## src/rtl/gpirq_pkg.sv

```systemverilog
package gpirq_pkg;
  // register codes inside one port window
  typedef enum logic [2:0] {
    RS_DATA  = 3'd0,
    RS_DIR   = 3'd1,
    RS_TMODE = 3'd2,
    RS_TPOL  = 3'd3,
    RS_EN    = 3'd4,
    RS_STAT  = 3'd5,
    RS_ACK   = 3'd6,
    RS_NONE  = 3'd7
  } reg_sel_e;

  localparam int unsigned REG_SEL_W = 3;
endpackage

```

## src/rtl/gpirq_sync.sv

```systemverilog
module gpirq_sync #(
  parameter int unsigned WIDTH = 8
) (
  input  logic             clk,
  input  logic             rst_n,
  input  logic [WIDTH-1:0] d,
  output logic [WIDTH-1:0] q
);
  logic [WIDTH-1:0] meta_q;
  logic [WIDTH-1:0] stab_q;

  always_ff @(posedge clk or negedge rst_n) begin
    if (!rst_n) begin
      meta_q <= '0;
      stab_q <= '0;
    end else begin
      meta_q <= d;
      stab_q <= meta_q;
    end
  end

  assign q = stab_q;
endmodule

```

## src/rtl/gpirq_port.sv

```systemverilog
module gpirq_port #(
  parameter int unsigned WIDTH = 8
) (
  input  logic             clk,
  input  logic             rst_n,
  input  logic [WIDTH-1:0] wdata,
  input  logic             wr_dout,
  input  logic             wr_dir,
  input  logic             wr_mode,
  input  logic             wr_pol,
  input  logic             wr_en,
  output logic [WIDTH-1:0] dout,
  output logic [WIDTH-1:0] dir,
  output logic [WIDTH-1:0] mode,
  output logic [WIDTH-1:0] pol,
  output logic [WIDTH-1:0] en
);
  logic [WIDTH-1:0] dout_q, dout_d;
  logic [WIDTH-1:0] dir_q,  dir_d;
  logic [WIDTH-1:0] mode_q, mode_d;
  logic [WIDTH-1:0] pol_q,  pol_d;
  logic [WIDTH-1:0] en_q,   en_d;

  always_comb begin
    dout_d = dout_q;
    dir_d  = dir_q;
    mode_d = mode_q;
    pol_d  = pol_q;
    en_d   = en_q;
    if (wr_dout) dout_d = wdata;
    if (wr_dir)  dir_d  = wdata;
    if (wr_mode) mode_d = wdata;
    if (wr_pol)  pol_d  = wdata;
    if (wr_en)   en_d   = wdata;
  end

  always_ff @(posedge clk or negedge rst_n) begin
    if (!rst_n) begin
      dout_q <= '0;
      dir_q  <= '0;
      mode_q <= '0;
      pol_q  <= '0;
      en_q   <= '0;
    end else begin
      dout_q <= dout_d;
      dir_q  <= dir_d;
      mode_q <= mode_d;
      pol_q  <= pol_d;
      en_q   <= en_d;
    end
  end

  assign dout = dout_q;
  assign dir  = dir_q;
  assign mode = mode_q;
  assign pol  = pol_q;
  assign en   = en_q;
endmodule

```

## src/rtl/gpirq_detect.sv

```systemverilog
module gpirq_detect #(
  parameter int unsigned WIDTH = 8
) (
  input  logic             clk,
  input  logic             rst_n,
  input  logic [WIDTH-1:0] pin_s,
  input  logic [WIDTH-1:0] mode,
  input  logic [WIDTH-1:0] pol,
  input  logic [WIDTH-1:0] en,
  input  logic [WIDTH-1:0] ack,
  output logic [WIDTH-1:0] stat
);
  logic [WIDTH-1:0] prev_q;
  logic [WIDTH-1:0] latch_q, latch_d;
  logic [WIDTH-1:0] rise, fall, hit, lvl;

  always_comb begin
    rise    = pin_s & ~prev_q;
    fall    = ~pin_s & prev_q;
    hit     = en & mode & ((pol & rise) | (~pol & fall));
    // a fresh edge wins over an acknowledge in the same cycle
    latch_d = mode & (hit | (latch_q & ~ack));
    lvl     = ~(pin_s ^ pol);
    stat    = (mode & latch_q) | (~mode & lvl);
  end

  always_ff @(posedge clk or negedge rst_n) begin
    if (!rst_n) begin
      prev_q  <= '0;
      latch_q <= '0;
    end else begin
      prev_q  <= pin_s;
      latch_q <= latch_d;
    end
  end
endmodule

```

## src/rtl/gpirq_ctrl.sv

```systemverilog
module gpirq_ctrl #(
  parameter int unsigned PORT_W       = 8,
  parameter int unsigned NUM_PORTS    = 3,
  parameter int unsigned SHARED_PORTS = 2,
  localparam int unsigned PSEL_W   = (NUM_PORTS > 1) ? $clog2(NUM_PORTS) : 1,
  localparam int unsigned ADDR_W   = PSEL_W + gpirq_pkg::REG_SEL_W,
  localparam int unsigned PIN_W    = PORT_W * NUM_PORTS,
  localparam int unsigned SH_W     = PORT_W * SHARED_PORTS,
  localparam int unsigned DED_PINS = PIN_W - SH_W
) (
  input  logic                clk,
  input  logic                rst_n,
  input  logic                bus_wr,
  input  logic [ADDR_W-1:0]   bus_addr,
  input  logic [PORT_W-1:0]   bus_wdata,
  output logic [PORT_W-1:0]   bus_rdata,
  input  logic [PIN_W-1:0]    pin_in,
  output logic [PIN_W-1:0]    pin_out,
  output logic [PIN_W-1:0]    pin_oe,
  output logic                irq_shared,
  output logic [DED_PINS-1:0] irq_pin
);
  import gpirq_pkg::*;

  localparam int unsigned RS_W = REG_SEL_W;

  logic [PSEL_W-1:0] a_port;
  reg_sel_e          a_reg;

  assign a_port = bus_addr[ADDR_W-1:RS_W];
  assign a_reg  = reg_sel_e'(bus_addr[RS_W-1:0]);

  logic [PORT_W-1:0] dout_v [NUM_PORTS];
  logic [PORT_W-1:0] dir_v  [NUM_PORTS];
  logic [PORT_W-1:0] mode_v [NUM_PORTS];
  logic [PORT_W-1:0] pol_v  [NUM_PORTS];
  logic [PORT_W-1:0] en_v   [NUM_PORTS];
  logic [PORT_W-1:0] stat_v [NUM_PORTS];
  logic [PORT_W-1:0] sync_v [NUM_PORTS];

  logic [PIN_W-1:0] stat_all;
  logic [PIN_W-1:0] en_all;
  logic [PIN_W-1:0] mode_all;
  logic [PIN_W-1:0] ack_all;

  for (genvar p = 0; p < NUM_PORTS; p++) begin : g_port
    logic              hit_port;
    logic [PORT_W-1:0] ack_mask;

    assign hit_port = bus_wr && (a_port == PSEL_W'(p));
    assign ack_mask = (hit_port && (a_reg == RS_ACK)) ? bus_wdata : '0;

    gpirq_port #(.WIDTH(PORT_W)) u_regs (
      .clk     (clk),
      .rst_n   (rst_n),
      .wdata   (bus_wdata),
      .wr_dout (hit_port && (a_reg == RS_DATA)),
      .wr_dir  (hit_port && (a_reg == RS_DIR)),
      .wr_mode (hit_port && (a_reg == RS_TMODE)),
      .wr_pol  (hit_port && (a_reg == RS_TPOL)),
      .wr_en   (hit_port && (a_reg == RS_EN)),
      .dout    (dout_v[p]),
      .dir     (dir_v[p]),
      .mode    (mode_v[p]),
      .pol     (pol_v[p]),
      .en      (en_v[p])
    );

    gpirq_sync #(.WIDTH(PORT_W)) u_sync (
      .clk   (clk),
      .rst_n (rst_n),
      .d     (pin_in[p*PORT_W +: PORT_W]),
      .q     (sync_v[p])
    );

    gpirq_detect #(.WIDTH(PORT_W)) u_det (
      .clk   (clk),
      .rst_n (rst_n),
      .pin_s (sync_v[p]),
      .mode  (mode_v[p]),
      .pol   (pol_v[p]),
      .en    (en_v[p]),
      .ack   (ack_mask),
      .stat  (stat_v[p])
    );

    assign pin_out [p*PORT_W +: PORT_W] = dout_v[p];
    assign pin_oe  [p*PORT_W +: PORT_W] = dir_v[p];
    assign stat_all[p*PORT_W +: PORT_W] = stat_v[p];
    assign en_all  [p*PORT_W +: PORT_W] = en_v[p];
    assign mode_all[p*PORT_W +: PORT_W] = mode_v[p];
    assign ack_all [p*PORT_W +: PORT_W] = ack_mask;
  end

  // register read mux
  always_comb begin
    bus_rdata = '0;
    for (int p = 0; p < NUM_PORTS; p++) begin
      if (a_port == PSEL_W'(p)) begin
        case (a_reg)
          RS_DATA:  bus_rdata = (dir_v[p] & dout_v[p]) | (~dir_v[p] & sync_v[p]);
          RS_DIR:   bus_rdata = dir_v[p];
          RS_TMODE: bus_rdata = mode_v[p];
          RS_TPOL:  bus_rdata = pol_v[p];
          RS_EN:    bus_rdata = en_v[p];
          RS_STAT:  bus_rdata = stat_v[p];
          default:  bus_rdata = '0;
        endcase
      end
    end
  end

  assign irq_shared = |(stat_all[SH_W-1:0] & en_all[SH_W-1:0]);
  assign irq_pin    = stat_all[PIN_W-1:SH_W] & en_all[PIN_W-1:SH_W];
endmodule

```

## config.mk

```make
export PLATFORM = sky130hd
export DESIGN_NAME = gpirq_ctrl
export DESIGN_NICKNAME = d
export VERILOG_FILES = /design/src/rtl/gpirq_pkg.sv /design/src/rtl/gpirq_sync.sv /design/src/rtl/gpirq_port.sv /design/src/rtl/gpirq_detect.sv /design/src/rtl/gpirq_ctrl.sv
export SDC_FILE = /design/constraint.sdc
export NUM_CORES = 1
export LEC_CHECK = 0
export ABC_AREA = 1
export BUFFER_PORTS_ARGS = -buffer_cell sky130_fd_sc_hd__buf_2
export CORE_ASPECT_RATIO = 0.8
export CORE_UTILIZATION = 55
export CTS_BUF_LIST = sky130_fd_sc_hd__clkbuf_8
export DETAILED_ROUTE_END_ITERATION = 7
export GPL_TIMING_DRIVEN = 0
export PLACE_DENSITY = 0.78
export SYNTH_ARGS = -nofsm -noshare
export SYNTH_HDL_FRONTEND = slang
export SYNTH_SLANG_ARGS = --single-unit
```

## constraint.sdc

```tcl
create_clock -name clk -period 1.1 [get_ports clk]
set_clock_uncertainty 0.05 [all_clocks]
set_input_delay 0.11 -clock clk [delete_from_list [all_inputs] [get_ports clk]]
set_output_delay 0.11 -clock clk [all_outputs]
set_load 0.01 [all_outputs]
```

==> reports/metrics.json <==
{
  "floorplanning": {
    "boundaryPins": 105,
    "floorplan.die.height_microns": 122,
    "coreArea_sq_um": 17400,
    "dieArea_sq_um": 18500,
    "initial_utilization_pct": 56.6,
    "row_count": 43,
    "die_x_microns": 152
  },
  "placed_design": {
    "place.gp.congestion": 0.947,
    "io_buffers": 104,
    "placedInstanceArea_sq_um": 10900,
    "dp_hpwl_mm": 19.8
  },
  "worst_setup_path": {
    "rrSetupSlack_ns": -0.24,
    "timing.critical_path.buf_inv": 3,
    "cp_cell_sequence": "inv_2 -> buf_4 -> nor2_1 -> nor2_1 -> nand3_2 -> o21ai_4 -> nand3_2 -> buf_6",
    "endpoint_kind": "output port",
    "worst-endpoint-arrival_ns": 1.92,
    "timing.critical_path.fanout_max": 4,
    "worst_path_dominant_cell_family": "simple AND/OR/NAND/NOR gates",
    "critPathKind": "flop to output port",
    "worst-endpoint-required_ns": 0.94,
    "crit_slowest_cell": "sky130_fd_sc_hd__dfrtp_1",
    "critical_path.max_stage_delay_ns": 0.42,
    "start_kind": "flop"
  },
  "timing": {
    "slew_violations": 0,
    "final_hold_viol_count": 125,
    "max_clock_freq_mhz": 480,
    "fin_crit_sh_pct": 189,
    "fin_worst_hold_slack_ns": -0.403,
    "setup_tns_ns": -20.76,
    "final_setup_slack_of_the_worst_path_ns": -0.981,
    "timing.max_slew.rel_slack_pct": 54.7,
    "setup_repair_after_global_routing_missed_its_margin": "yes",
    "final-setup-viol-count": 78,
    "final.min_clock_period_ns": 2.08,
    "timing_worst_slew_pin_value_ns": 0.679
  },
  "cts": {
    "clk_path_buf_depth": 3,
    "tritoncts.num_buffers": 35,
    "sinks_on_clock_net": 216,
    "tritoncts_clock_tree": "done",
    "clock_insertion_delay_worst_skew_ns": 0.54,
    "ctsRootBufferMaster": "sky130_fd_sc_hd__clkbuf_8",
    "cts.htree.levels": 2,
    "postCtsHoldBufs": 24,
    "clk_pin_slew_worst_paths_ns": 0.06
  },
  "run_status": {
    "outcome": "finished with violations",
    "violations": "negative hold slack, negative setup slack"
  },
  "synth": {
    "cell_taking_the_most_area_after_synthesis": "sky130_fd_sc_hd__dfrtp_1",
    "synthesis.yosys.warnings": 0,
    "synth.ff_latch_count": 216,
    "leading_post_synthesis_cells_by_cell_area": "sky130_fd_sc_hd__dfrtp_1 55%, sky130_fd_sc_hd__nand2_1 15%, sky130_fd_sc_hd__o21ai_0 8.0%",
    "synthCells": 1225,
    "synth.lib_cells_used.distinct": 25,
    "syn_area_per_cell_sq_um": 8.06,
    "syn-cell-area_sq_um": 9870,
    "netlist.area_leader.share_pct": 54.7,
    "synth_fp_nets": 1265,
    "seq_total_area_yosys_pct": 54.7
  },
  "routing": {
    "drcViolationCount": 0,
    "dr_wl_cell_microns": 18.6,
    "dr_total_vias": 10000,
    "drt-vias-per-instance": 5.84,
    "ant_nets": 0,
    "wl_mm": 31.9,
    "drt-initial-drc-count": 995,
    "drtPass1Iterations": 7
  },
  "power": {
    "leakage_nw": 6.52,
    "p_per_area_nw_per_um2": 1660,
    "p_int_mw": 14.6,
    "power_switching_share_pct": 32.7,
    "ir_drop_v": 0.00140,
    "clock_power_share_pct": 29.6,
    "seqPwrFrac_pct": 46.2,
    "pwr-share-comb_pct": 24.2,
    "power_switching_mw": 7.09
  },
  "min_path": {
    "hold_class": "primary input to async pin"
  },
  "final_layout": {
    "mostFrequentLayoutCells": "343 x sky130_fd_sc_hd__nand2_1, 206 x sky130_fd_sc_hd__dfrtp_1, 142 x sky130_fd_sc_hd__o21ai_0",
    "final_net_count": 1511,
    "multiInputGateArea_sq_um": 4420,
    "register_area_sq_um": 5420,
    "final_area_sq_um": 13100,
    "fill_cells": 1237,
    "synthToLayoutAreaGrowth_pct": 32.4,
    "drive_gt1_share_pct": 32.9,
    "layout_commonest_cell": "sky130_fd_sc_hd__nand2_1"
  },
  "global_routing": {
    "number_of_global_route_vias_before_repair": 9225,
    "global_route_wire_length_before_repair_mm": 48.5,
    "overflow": 0,
    "gr-usage-all-layers_pct": 34.0,
    "grt_antenna_before_repair": 1,
    "grt_max_degree": 127
  },
  "flow_run": {
    "max-cap-violations": 0
  }
}
==> worst reg2reg max path, cell delays in order, from the launching register on <==
cell                       delay (ns)
sky130_fd_sc_hd__dfrtp_1         0.41
sky130_fd_sc_hd__buf_6           0.14
sky130_fd_sc_hd__buf_6           0.11
sky130_fd_sc_hd__buf_6           0.11
sky130_fd_sc_hd__a21oi_2         0.11
sky130_fd_sc_hd__o211ai_1        0.10
sky130_fd_sc_hd__a21oi_1         0.23
==> area by class of cell <==
type / instances / share of cell area [%]
flip-flops and latches: 216 / 41.4
multi-input cells: 848 / 33.8
repair buffers: 215 / 12.5
clock buffers: 40 / 4.21
inverters: 122 / 3.64
well taps: 225 / 2.15
plain buffers: 33 / 1.74
clock inverters: 14 / 0.478
diodes: 1 / 0.0191
==> cells by family (layout without fill, tap and decap cells) <==
group,Yosys count,count (layout),share of synthesized area (%)
flops,216,216,54.7
other cells,0,1,0
buf+inv,161,424,6.41
simple gates,616,616,26.2
xor+xnor,1,1,0.0887
compound gates,231,231,12.6
==> per-stage QoR <==
stage	utilization [%]	worst slack (ns)	power (mW)	cells
final	75.0	-0.981	21.7	1714
after CTS	72.7	-0.899	21.0	1702
after global placement	62.4	-3.78	13.6	1554
after global routing	75.0	-0.999	22.7	1714
after detailed placement	62.8	-0.797	13.8	1556
after floorplan	-	-0.0536	12.2	1225
==> power groups by stage <==
stage / Sequential [mW] / Clock, mW / Combinational (mW)
after floorplan: 9.95 / 0 / 2.28
after global routing: 10.1 / 6.84 / 5.73
after global placement: 10.0 / 0 / 3.57
after detailed placement: 10.1 / 0 / 3.70
after CTS: 9.92 / 6.44 / 4.66
final: 10.0 / 6.42 / 5.25
==> what timing repair did <==
action                                  CTS  global route
pin swaps                                42            67
resized for setup                       107           139
endpoints found under the setup margin  105           168
hold endpoints to repair                149           125
setup buffers                            71            38
==> per-layer routing <==
layer  part of all wire, %  track usage [%]  vias up
met5                     0                0        -
met4                   4.5             18.6        0
met3                    10             7.33      121
met2                    45             51.1      609
met1                    41             46.5     4814
li1                      -                -     4471
==> path summary, 6_finish.rpt <==
kind                                       startpoint  cells past startpoint                          to
setup / recovery              g_port[2].u_regs.pol[4]                      8                bus_rdata[4]
hold / removal                                  rst_n                      2     g_port[2].u_regs.dir[4]
setup reg to reg              g_port[2].u_regs.pol[0]                      6  g_port[2].u_det.latch_q[0]
hold reg to reg            g_port[2].u_sync.meta_q[5]                      0       g_port[2].u_sync.q[5]
max in group asynchronous                       rst_n                      3    g_port[1].u_regs.dout[3]
min in group clk                         bus_wdata[3]                      3     g_port[2].u_regs.dir[3]
==> synthesized netlist by cell type <==
cell type                   count
sky130_fd_sc_hd__a21boi_0       1
sky130_fd_sc_hd__a21oi_1       37
sky130_fd_sc_hd__and3_1         1
sky130_fd_sc_hd__buf_2         19
sky130_fd_sc_hd__buf_4          1
sky130_fd_sc_hd__clkbuf_1      19
sky130_fd_sc_hd__clkinv_2       1
sky130_fd_sc_hd__dfrtp_1      216
sky130_fd_sc_hd__inv_1        113
sky130_fd_sc_hd__inv_2          8
sky130_fd_sc_hd__nand2_1      404
sky130_fd_sc_hd__nand2_2       11
sky130_fd_sc_hd__nand3_1       72
sky130_fd_sc_hd__nand3_2        1
sky130_fd_sc_hd__nand4_1       27
sky130_fd_sc_hd__nor2_1        74
sky130_fd_sc_hd__nor2_2         3
sky130_fd_sc_hd__nor2_4         3
sky130_fd_sc_hd__o2111ai_1     16
sky130_fd_sc_hd__o211ai_1       8
sky130_fd_sc_hd__o21ai_0      157
sky130_fd_sc_hd__o21ai_1       10
sky130_fd_sc_hd__o22ai_1        2
sky130_fd_sc_hd__or2_2         20
sky130_fd_sc_hd__xor2_1         1
No activity file was read; power rests on OpenSTA's default activity.
